--- src/rtl/rr_alu.sv ---
module rr_alu #(
  parameter int XLEN   = 24,
  parameter int IMM_W  = 10,
  parameter int UIMM_W = 14
) (
  input  logic [3:0]        op,
  input  logic              use_reg,
  input  logic [XLEN-1:0]   ra,
  input  logic [XLEN-1:0]   rb,
  input  logic [UIMM_W-1:0] imm,
  output logic [XLEN-1:0]   result,
  output logic              illegal
);
  localparam int SHW = $clog2(XLEN);
  localparam int PW  = 2 * XLEN;

  logic [XLEN-1:0] opb;
  assign opb = use_reg ? rb : {{(XLEN-IMM_W){imm[IMM_W-1]}}, imm[IMM_W-1:0]};

  logic [SHW-1:0] amt;
  logic           wide;
  assign amt  = opb[SHW-1:0];
  assign wide = 32'(amt) >= XLEN;

  // one right shifter serves all three shifts; left shift works on reversed bits
  logic [XLEN-1:0] ra_rev, sh_in, sh_out_rev;
  logic            is_left, fill;
  assign is_left = (op == 4'd2);
  assign fill    = (op == 4'd4) & ra[XLEN-1];
  assign sh_in   = is_left ? ra_rev : ra;

  logic [XLEN-1:0] stg [SHW+1];
  assign stg[0] = sh_in;
  for (genvar k = 0; k < SHW; k++) begin : g_shift
    localparam int D = 1 << k;
    if (D < XLEN) begin : g_mv
      assign stg[k+1] = amt[k] ? {{D{fill}}, stg[k][XLEN-1:D]} : stg[k];
    end else begin : g_all
      assign stg[k+1] = amt[k] ? {XLEN{fill}} : stg[k];
    end
  end

  for (genvar i = 0; i < XLEN; i++) begin : g_rev
    assign ra_rev[i]     = ra[XLEN-1-i];
    assign sh_out_rev[i] = stg[SHW][XLEN-1-i];
  end

  logic [XLEN-1:0] shift_res;
  assign shift_res = wide ? {XLEN{fill}} : (is_left ? sh_out_rev : stg[SHW]);

  logic [PW-1:0] prod;
  assign prod = {{XLEN{ra[XLEN-1]}}, ra} * {{XLEN{opb[XLEN-1]}}, opb};

  // restoring divider, one row per quotient bit, most significant first
  logic [XLEN-1:0] rem [XLEN+1];
  logic [XLEN-1:0] quo;
  assign rem[0] = '0;
  for (genvar i = 0; i < XLEN; i++) begin : g_div
    logic [XLEN:0] shv, diff;
    assign shv  = {rem[i], ra[XLEN-1-i]};
    assign diff = shv - {1'b0, opb};
    assign quo[XLEN-1-i] = ~diff[XLEN];
    assign rem[i+1] = diff[XLEN] ? shv[XLEN-1:0] : diff[XLEN-1:0];
  end

  always_comb begin
    illegal = 1'b0;
    case (op)
      4'd0:    result = ra + opb;
      4'd1:    result = use_reg ? ra - opb : {imm, {(XLEN-UIMM_W){1'b0}}};
      4'd2,
      4'd3,
      4'd4:    result = shift_res;
      4'd5:    result = ra ^ opb;
      4'd6:    result = ra | opb;
      4'd7:    result = ra & opb;
      4'd8:    result = prod[XLEN-1:0];
      4'd9:    result = prod[PW-1:XLEN];
      4'd10:   result = quo;
      4'd11:   result = rem[XLEN];
      default: begin
        result  = '0;
        illegal = 1'b1;
      end
    endcase
  end
endmodule


--- config.mk ---
export PLATFORM = sky130hd
export DESIGN_NAME = rr_alu
export DESIGN_NICKNAME = d
export VERILOG_FILES = /design/src/rtl/rr_alu.sv
export SDC_FILE = /design/constraint.sdc
export NUM_CORES = 2
export LEC_CHECK = 0
export BUFFER_PORTS_ARGS = -buffer_cell sky130_fd_sc_hd__clkbuf_2
export CAP_MARGIN = 20
export CORE_MARGIN = 2
export CORE_UTILIZATION = 60
export DETAILED_ROUTE_END_ITERATION = 10
export PLACE_DENSITY_LB_ADDON = 0.12
export SLEW_MARGIN = 10
export SYNTH_ARGS = -nofsm -noshare
export SYNTH_HDL_FRONTEND = slang
export SYNTH_SLANG_ARGS = --single-unit
export TNS_END_PERCENT = 20
--- constraint.sdc ---
create_clock -name vclk -period 188.1
set_input_delay 18.81 -clock vclk [all_inputs]
set_output_delay 18.81 -clock vclk [all_outputs]
set_load 0.01 [all_outputs]
==> run metrics <==
Reg area=0 um^2; die area=95280 um^2; Placement Cell Area=roughly 58000 um^2; HPWL after detailed placement=158.3 mm; DRC errors left=0; Hold EP=illegal; initial core utilization=60.67%; worst hold start=op[2]; critical path class=in -> out; simple-gate area share of the yosys netlist=approximately 16%; Die H=between 300 and 400 um; sequential cells=0; synthesized cell area=55700 um^2; area leader, netlist=fa_1; Nets=8756; critical path launch point type=input pin; largest cells by area after synthesis=fa_1 23%, ha_1 18%, inv_1 6.3%, nand2_1 5.8%, nor2_1 4.5%; post-synth top area share=22.72%; io pins=92; hold-fix buffers at CTS=0; first-pass GRT wire length=311.0 mm; worst path required time=169.29 ns; Syn Inst Count=7293; hold path cells=3; Avg Inst Size Synth=7.637 um^2; initial antenna violation count=11; Seq/Total Area, Yosys=0%; largest net degree at the start of global routing=72; Post-Synth XOR/XNOR Area=6.418%; Crit path arrival time=between 100 and 150 ns; final setup violation count=0; Hold Crit Class=in -> out; Distinct cells, synth=117; RSZ-0062 raised after global routing=false; status=finished clean; Core Area=91800 um^2; headroom to the max-slew limit=between 20% and 30%; RePlAce Congestion=between 1 and 1.5; post-route ant nets=0; Fin Hold WS=around 38 ns; postcts setup bufs=0; router iterations before antenna repair=8; slowest cell on the critical path=a2111oi_4; most frequent cell after synthesis=inv_1; fin. max-slew vios=0; most common library cells after synthesis=941 x inv_1, 856 x nand2_1, 783 x ha_1; mux cell area share after synthesis=6.571%; WL/cell=24.15 um; via count of the first global-routing pass=~52000; number of clock-tree buffers in the layout=0; Ys Warns=0; via/cell ratio=approximately 6.3; Tmin final=152.05 ns; Core Rows=about 110; Max stage delay on crit path=0.81 ns; final instance area=57870 um^2; fmax=~6.6 MHz; Fin. Hold Viols=0; crit-path max FO=between 40 and 50; Max-Cap Viols=0; Synth Area in Compound Gates=21.96%; Post-Synth Adder-Cell Area=40.30%; port buffer count=92; CP endpoint kind=primary output; WL final=205.8 mm; worst-margin pin slew=1.134 ns; share of layout cells above drive strength 1=7.522%; period utilization=80.83%; cell mode on critical path=o21ai_0; routed vias=roughly 54000; total grt overflow=0; Die W=308.7 um; TNS Setup=0 ns; Area Growth Syn to Fin=3.891%; post_cts resized=0; main combinational cell family by area after synthesis=adder cells; DR iter-0 viols=5656; Tot GR Track Use=42.90%
==> critical path: cells and delay by family <==
family	cells	cell delay (ns)
buffers and inverters	27	7.46
AO/OA/AOI/OAI	366	73.10
AND/OR/NAND/NOR	105	18.65
adder cells (fa/ha/maj)	23	8.38
multiplexers	15	4.88
XOR/XNOR	4	1.48
==> metal layers <==
| metal | vias to the layer above | GRT usage, % | wire length (um) |
|---|---|---|---|
| met2 | 2765 | 65.01 | 85630 |
| li1 | 24771 | - | - |
| met3 | 659 | 11.50 | 23960 |
| met4 | 12 | 25.13 | 15010 |
| met5 | - | 0 | 83 |
| met1 | 25897 | 54.96 | 81130 |
==> cells by family after synthesis <==
| group | after synthesis |
|---|---|
| AO/OA/AOI/OAI | 1856 |
| XOR/XNOR | 404 |
| adder cells (fa/ha/maj) | 1415 |
| buffers and inverters | 1203 |
| multiplexers | 333 |
| other | 1 |
| AND/OR/NAND/NOR | 2081 |
==> worst max-delay path by stage <==
stage            start          to  slack [ns]  cells after the start
6_report       use_reg   result[0]       36.05                    540
5_1_grt        use_reg   result[1]       24.84                    540
4_1_cts        use_reg   result[0]       36.71                    537
3_5_place_dp   use_reg   result[0]       37.26                    537
3_3_place_gp   use_reg   result[0]       40.61                    537
2_1_floorplan  use_reg  result[15]       45.61                    579
==> stage by stage <==
| stage | cells | util [%] | setup slack, ns |
|---|---|---|---|
| 4_1_cts | 8510 | 62.92 | 36.71 |
| 6_report | 8524 | 63.03 | 36.05 |
| 3_3_place_gp | 8510 | 62.92 | 40.61 |
| 3_5_place_dp | 8510 | 62.92 | 37.26 |
| 5_1_grt | 8517 | 63.01 | 24.84 |
| 2_1_floorplan | 7303 | - | 45.61 |
==> cells in the final DEF (no fill, tap or decap), drive strengths merged, types with 116 or more instances in the layout <==
cell,instances
a21o,281
a21oi,429
buf,125
fa,632
ha,783
inv,948
mux2,216
mux2i,116
nand2,858
nor2,671
o21ai,435
xnor2,221
xor2,182
==> cell type report <==
class / count / area [um^2]
tap: 1243 / 1555
inverter: 955 / 3585
antenna: 9 / 22.52
fill: 8396 / 33940
multi-input combinational: 6100 / 51260
timing repair buffer: 217 / 1439
